$ cat src/rtl/serial_rx_os.sv
module serial_rx_os #(
  parameter int DATA_BITS = 8,
  parameter int OVS       = 8
) (
  input  logic                 clk,
  input  logic                 rst_n,
  input  logic                 tick,
  input  logic                 rxd,
  input  logic                 host_busy,
  output logic [DATA_BITS-1:0] rx_data,
  output logic                 rx_valid,
  output logic                 err_overrun,
  output logic                 err_frame
);
  localparam int SW  = $clog2(OVS);
  localparam int BW  = $clog2(DATA_BITS + 1);
  localparam logic [SW-1:0] MID  = SW'(OVS / 2 - 1);
  localparam logic [SW-1:0] LAST = SW'(OVS - 1);
  localparam logic [BW-1:0] BLAST = BW'(DATA_BITS - 1);
  localparam logic [BW-1:0] BSTOP = BW'(DATA_BITS);

  typedef enum logic [1:0] {IDLE, START, RECV} st_t;
  st_t state;
  logic [1:0] sync;
  logic [SW-1:0] scnt;
  logic [BW-1:0] bcnt;
  logic [DATA_BITS-1:0] shreg;
  logic rx_s;
  logic [DATA_BITS-1:0] shifted;

  assign rx_s    = sync[1];
  assign shifted = {rx_s, shreg[DATA_BITS-1:1]};

  always_ff @(posedge clk or negedge rst_n)
    if (!rst_n) sync <= 2'b11;
    else        sync <= {sync[0], rxd};

  always_ff @(posedge clk or negedge rst_n) begin
    if (!rst_n) begin
      state <= IDLE; scnt <= '0; bcnt <= '0; shreg <= '0;
      rx_data <= '0; rx_valid <= 1'b0; err_overrun <= 1'b0; err_frame <= 1'b0;
    end else begin
      rx_valid <= 1'b0;
      if (tick) begin
        case (state)
          IDLE: if (!rx_s) begin state <= START; scnt <= SW'(1); end
          START:
            if (rx_s) begin
              state <= IDLE; scnt <= '0;
            end else if (scnt == MID) begin
              state <= RECV; scnt <= '0; bcnt <= '0;
            end else scnt <= scnt + 1'b1;
          RECV:
            if (scnt != LAST) scnt <= scnt + 1'b1;
            else begin
              scnt <= '0;
              if (bcnt == BSTOP) begin
                err_frame <= ~rx_s;
                state     <= IDLE;
              end else begin
                shreg <= shifted;
                bcnt  <= bcnt + 1'b1;
                if (bcnt == BLAST) begin
                  rx_data     <= shifted;
                  rx_valid    <= 1'b1;
                  err_overrun <= host_busy;
                end
              end
            end
          default: state <= IDLE;
        endcase
      end
    end
  end

  assert_valid_pulse_R2: assert property (@(posedge clk) disable iff (!rst_n)
    rx_valid |=> !rx_valid);
  assert_confirm_mid_R3: assert property (@(posedge clk) disable iff (!rst_n)
    (state == RECV && $past(state) == START) |-> ($past(scnt) == MID && !$past(rx_s)));
  assert_overrun_at_load_R5: assert property (@(posedge clk) disable iff (!rst_n)
    !rx_valid |-> $stable(err_overrun));
  assert_frame_at_stop_R6: assert property (@(posedge clk) disable iff (!rst_n)
    !$stable(err_frame) |-> (state == IDLE && $past(state) == RECV));
  assert_hold_no_tick_R8: assert property (@(posedge clk) disable iff (!rst_n)
    !tick |=> ($stable(state) && $stable(rx_data)));
endmodule

$ cat config.mk
export PLATFORM = sky130hd
export DESIGN_NAME = serial_rx_os
export DESIGN_NICKNAME = d
export VERILOG_FILES = /design/src/rtl/serial_rx_os.sv
export SDC_FILE = /design/constraint.sdc
export NUM_CORES = 1
export LEC_CHECK = 0
export BUFFER_PORTS_ARGS = -buffer_cell sky130_fd_sc_hd__buf_2
export CORE_UTILIZATION = 56
export CTS_CLUSTER_SIZE = 28
export DETAILED_ROUTE_END_ITERATION = 7
export GPL_ROUTABILITY_DRIVEN = 0
export GPL_TIMING_DRIVEN = 1
export PLACE_DENSITY = 0.74
export SLEW_MARGIN = 20
export SYNTH_ARGS = -nofsm -noshare
export SYNTH_HDL_FRONTEND = slang
export SYNTH_SLANG_ARGS = --single-unit
export TNS_END_PERCENT = 20
$ cat constraint.sdc
create_clock -name clk -period 2.2 [get_ports clk]
set_clock_uncertainty 0.05 [all_clocks]
set_input_delay 0.11 -clock clk [delete_from_list [all_inputs] [get_ports clk]]
set_output_delay 0.11 -clock clk [all_outputs]
set_load 0.01 [all_outputs]
==> results of run 1 <==
[worst min-delay path, cell delays in order]
cell and delay (ps):
buf_2 120, nand4_1 170, o31ai_1 100
[cells by family (layout without fill, tap and decap cells)]
family                   count (synthesis)  in the layout  share of synthesized area (%)
AND/OR/NAND/NOR                         30             30                           11.4
flip-flops                              29             29                           52.9
AO/OA/AOI/OAI                           19             19                           9.72
multiplexers                            18             18                           14.7
adder cells (fa/ha/maj)                 10             10                           9.08
buffers and inverters                    8             35                           2.18
[cells in the mapped netlist]
library cell / n
or2_2: 1
or3b_1: 1
clkbuf_1: 2
or4b_1: 1
nand4_1: 1
nor3_2: 1
nand2b_1: 1
a211oi_1: 1
dfrtp_1: 27
a221o_1: 1
and2b_1: 1
o211ai_1: 1
a21boi_0: 1
dfstp_2: 2
o31a_1: 1
o22ai_1: 1
nor2b_1: 3
o21ai_0: 3
nand2_1: 11
o31ai_1: 4
a21oi_1: 3
mux2_2: 18
nand3b_1: 1
a21bo_2: 1
nor2_1: 4
nand3_1: 4
ha_1: 10
a22o_1: 1
inv_1: 6
a21o_1: 1
[where the power goes]
group / leakage, nW / total [mW] / internal (mW) / switching, mW
sequential: 0.393 / 0.629 / 0.579 / 0.0498
clock: 0.0320 / 0.302 / 0.121 / 0.181
combinational: 0.377 / 0.333 / 0.140 / 0.192
[timing repair]
item | 4_1_cts | 5_1_grt
endpoints found under the hold margin | 29 | 0
resized for setup | 0 | 1
endpoints found under the setup margin | 0 | 2
hold buffers | 3 | 0
buffers inserted | 0 | 0
[area by class of cell]
class | instances | area [um^2] | area share, %
Tap cell | 28 | 35.0 | 2.20
Clock buffer | 6 | 41.3 | 2.60
Sequential cell | 29 | 728 | 45.8
Inverter | 6 | 22.5 | 1.42
Multi-Input combinational cell | 77 | 624 | 39.3
Clock inverter | 2 | 10.0 | 0.630
Timing Repair Buffer | 21 | 128 | 8.03
[flip-flops by register name (all words and copies together), names as in the netlist]
| name | count |
|---|---|
| scnt | 3 |
| sync | 2 |
| rx_valid | 1 |
| state | 2 |
| bcnt | 4 |
| err_overrun | 1 |
| rx_data | 8 |
| err_frame | 1 |
| shreg | 7 |
[worst min-delay path by stage]
| stage | start | endpoint | slack [ps] |
|---|---|---|---|
| finish | tick | err_frame | 160 |
| global placement | rst_n | bcnt[0] | 100 |
| detailed placement | rst_n | bcnt[0] | 110 |
| global route | tick | err_frame | 150 |
| floorplan | rst_n | bcnt[0] | -240 |
| CTS | tick | err_frame | 150 |
[per-layer routing]
| layer | vias to the layer above | global-route usage (%) | share of wire, % |
|---|---|---|---|
| met3 | 5 | 8.77 | 4.7 |
| met4 | 0 | 8.11 | 1.5 |
| met1 | 457 | 25.9 | 47 |
| li1 | 456 | - | - |
| met2 | 30 | 35.3 | 46 |
| met5 | - | 0 | 0 |
==> impl_metrics.ini, run 1 <==
[floorplan]
dieArea_um2 = 2660
initial_utilization_pct = 61.1
core-area_um2 = 2250
io_pins = 16
die_w_um = 51.6
rows = 17
die_h_um = 51.6

[setup_path]
crit_fanout = 6
critPathRequiredTime_ps = 2410
crit_slowest_cell = or4b_1
path_buf_inv = 0
reg2reg_depth = 5
crit_path_end = bcnt[3]
cp.arrival_ps = 2260
r2r-end = bcnt[3]
criticalPathCategory = reg -> reg
path_depth = 5
timing.rr.start = scnt[0]
cp-end-kind = flip-flop
cpPeakStageDelay_ps = 480
path_delay_family = simple AND/OR/NAND/NOR gates
worstPathCellList = ha_1 > or3b_1 > a221o_1 > or4b_1 > nand3_1
rrSetupSlack_ps = 160
crit_path_start_kind = flip-flop
crit_start = scnt[0]

[route]
wl_mm = 2.39
drt_iter0_markers = 18
routedWlPerCell_um = 14.1
drc = 0
via_per_inst = 5.61
vias = 948
ant_nets = 0
dr.pass1.iters = 5

[global_route]
grt_max_degree = 30
grt_pass1_wl_mm = 4.06
track_usage_pct = 21.8
grt_pass1_vias = 921
grt-ovfl-total = 0
antenna_found_initial = 0

[flow_run]
drv_cap = 0

[clocking]
clockBufferDepth = 2
clkSlewWorstSetupHoldPaths_ps = 90
cts.sinks = 29
htree_levels = 2
cts_root_buf = clkbuf_4
insertion_delay_ps = 320
cts_tree = yes
numCtsBuffers = 5

[finish]
n_fill_cell = 176
antenna_cells = 0
final_common_cell = dfrtp_1
layout.nets = 155
drive_above_1_share_pct = 34.8
layout_common_cells = dfrtp_1, mux2_2, buf_2
fin_area_um2 = 1590
stdcell_count = 169
synthToLayoutAreaGrowth_pct = 15.3
fin_util_pct = 70.5

[synth]
syn_area_per_cell_um2 = 12.1
synth_cell_types = 30
synth_area_um2 = 1380
synth.net_count = 129
yosys_register_bits = 29
yosys-top-cells-area = dfrtp_1, mux2_2, ha_1, dfstp_2, nand2_1
yosysTopAreaCell = dfrtp_1
synth_cells = 114
synth_top_area_share_pct = 49.0
ys_seq_area_share_pct = 52.9
ys_warn_count = 0

[power]
total_power_mw = 1.26
p_per_area_nw_per_um2 = 795
leakage_nw = 0.802
irDropWorstVdd_mv = 0.663

[hold_path]
hold_depth = 3
hold_path.class = in -> reg

[outcome]
status = finished, final reports clean

[sta]
hold_violations = 0
final.setup.tns_ps = 0
maxSlewHeadroom_pct = 58.7
holdWs_ps = 156
maxSlewViolCount = 0
layout_min_cycle_time_ps = 2040
fin_ws_ps = 159
setup_viol = 0
fmax_ghz = 0.490
finalCritPeriodShare_pct = 92.8
tightest_slew_ps = 620
rsz0062_at_grt = false

[placed_design]
place_area_um2 = 1500
dp_hpwl_mm = 1.60
dpl.cell_count = 158
dpl_worst_slack_ps = 127
port_buffers = 15
Note: power is estimated with default switching activity, not from simulation.
==> run 2: changes to the inputs <==
- CELL_PAD_IN_SITES_DETAIL_PLACEMENT: default -> 1
- CELL_PAD_IN_SITES_GLOBAL_PLACEMENT: default -> 2
- CORE_UTILIZATION: 56 -> 38
- GPL_ROUTABILITY_DRIVEN: 0 -> default
==> run 2 against run 1 <==
  * Sequential power hardly changed
  * Core utilization shrank 23 points
  * First-iteration DRC count shrank 33%
  * Worst setup slack improved by 12 ps
  * Sequential share of layout area is 1.0 points lower
  * Hold slack improved by 1.3 ps
  * Clock power up 3%
  * Critical path depth unchanged
  * Non-clock buffer count up 2
  * Flip-flop and latch count is the same
  * Combinational power is 8.1% higher
  * Critical endpoint unchanged
  * Highest routed layer unchanged
==> impl_metrics.ini, run 2 (synthesis gave the netlist of run 1 again) <==
[outcome]
status = finished, final reports clean

[sta]
hold_violations = 0
setup_viol = 0
final.setup.tns_ps = 0
maxSlewHeadroom_pct = 57.7
finalCritPeriodShare_pct = 92.2
tightest_slew_ps = 635
fmax_ghz = 0.493
layout_min_cycle_time_ps = 2030
maxSlewViolCount = 0
rsz0062_at_grt = false

[finish]
antenna_cells = 0
layout_common_cells = dfrtp_1, mux2_2, buf_2
drive_above_1_share_pct = 35.7
largest_register = rx_data
synthToLayoutAreaGrowth_pct = 18.0
final_common_cell = dfrtp_1
largest_reg_flops = 8
top_regs = rx_data: 8 flops, shreg: 7 flops, bcnt: 4 flops
stdcell_count = 189
fin_util_pct = 47.6
n_fill_cell = 386
layout.nets = 157

[floorplan]
core-area_um2 = 3420
die_h_um = 62.2
die_w_um = 62.2
initial_utilization_pct = 40.3
io_pins = 16
rows = 21
dieArea_um2 = 3870

[global_route]
grt_pass1_wl_mm = 5.01
grt-ovfl-total = 0
grt_max_degree = 30
antenna_found_initial = 0
grt_pass1_vias = 1067
track_usage_pct = 16.4

[placed_design]
place.gp.congestion = 0.739
port_buffers = 15
dpl.cell_count = 178
dp_hpwl_mm = 2.03

[setup_path]
crit_slowest_cell = or4b_1
path_delay_family = simple AND/OR/NAND/NOR gates
cpPeakStageDelay_ps = 480
critPathRequiredTime_ps = 2420
path_buf_inv = 0
worstPathCellList = ha_1 > or3b_1 > a221o_1 > or4b_1 > nand3_1
crit_path_start_kind = flip-flop
crit_fanout = 6
criticalPathCategory = reg -> reg
cp-end-kind = flip-flop
cp.arrival_ps = 2250

[power]
total_power_mw = 1.30
leakage_nw = 0.810
p_per_area_nw_per_um2 = 800
irDropWorstVdd_mv = 0.542

[route]
dr.pass1.iters = 3
vias = 946
routedWlPerCell_um = 14.3
ant_nets = 0
via_per_inst = 5.01
drc = 0
drt_iter0_markers = 12
wl_mm = 2.71

[clocking]
insertion_delay_ps = 330
clkSlewWorstSetupHoldPaths_ps = 90
post_cts_buffers = 0
htree_levels = 2
cts_root_buf = clkbuf_4
clockBufferDepth = 2
cts.repair.resized = 0
cts.sinks = 29
cts_tree = yes
numCtsBuffers = 5
hold_buffers = 3

[hold_path]
hold_path.class = in -> reg

[flow_run]
drv_cap = 0
==> run 2: area by class of cell <==
class	instances	area (um^2)	share of cell area, %
Tap cell	46	57.6	3.54
Clock buffer	5	37.5	2.31
Sequential cell	29	728	44.8
Inverter	6	22.5	1.39
Clock inverter	3	17.5	1.08
Multi-Input combinational cell	77	619	38.1
Timing Repair Buffer	23	143	8.78
==> run 2: worst paths after layout <==
| check | startpoint | endpoint | slack (ps) | depth (start not counted) |
|---|---|---|---|---|
| worst max-delay path | scnt[0] | bcnt[3] | 170 | 5 |
| worst min-delay path | tick | err_frame | 160 | 3 |
| worst max register to register | scnt[0] | bcnt[3] | 170 | 5 |
| worst min register to register | sync[0] | sync[1] | 310 | 0 |
| max in group asynchronous | rst_n | rx_data[5] | 1410 | 2 |
| min in group asynchronous | rst_n | bcnt[0] | 270 | 2 |
==> run 2: report_power, final <==
part	switching, mW	internal (mW)
combinational	0.207	0.153
clock	0.192	0.120
sequential	0.0489	0.579
total	0.448	0.852
==> run 2: worst reg2reg max path, stage by stage (launching register included) <==
cell and delay, ps:
dfrtp_1 400, ha_1 230, or3b_1 360, a221o_1 360
or4b_1 480, nand3_1 90
==> run 2: metal layers <==
metal	track usage [%]	vias to the layer above	wire length, um
met4	4.65	0	23
li1	-	460	-
met5	0	-	0
met2	26.8	16	1340
met3	5.33	3	102
met1	20.8	467	1250
==> run 2: metrics by stage <==
step	area [um^2]	worst slack, ps	hold WS (ps)
after floorplan	1380	271	-236
after global placement	1540	229	118
after detailed placement	1540	192	120
after CTS	1630	160	148
after global routing	1630	80.6	169
final	1630	171	157
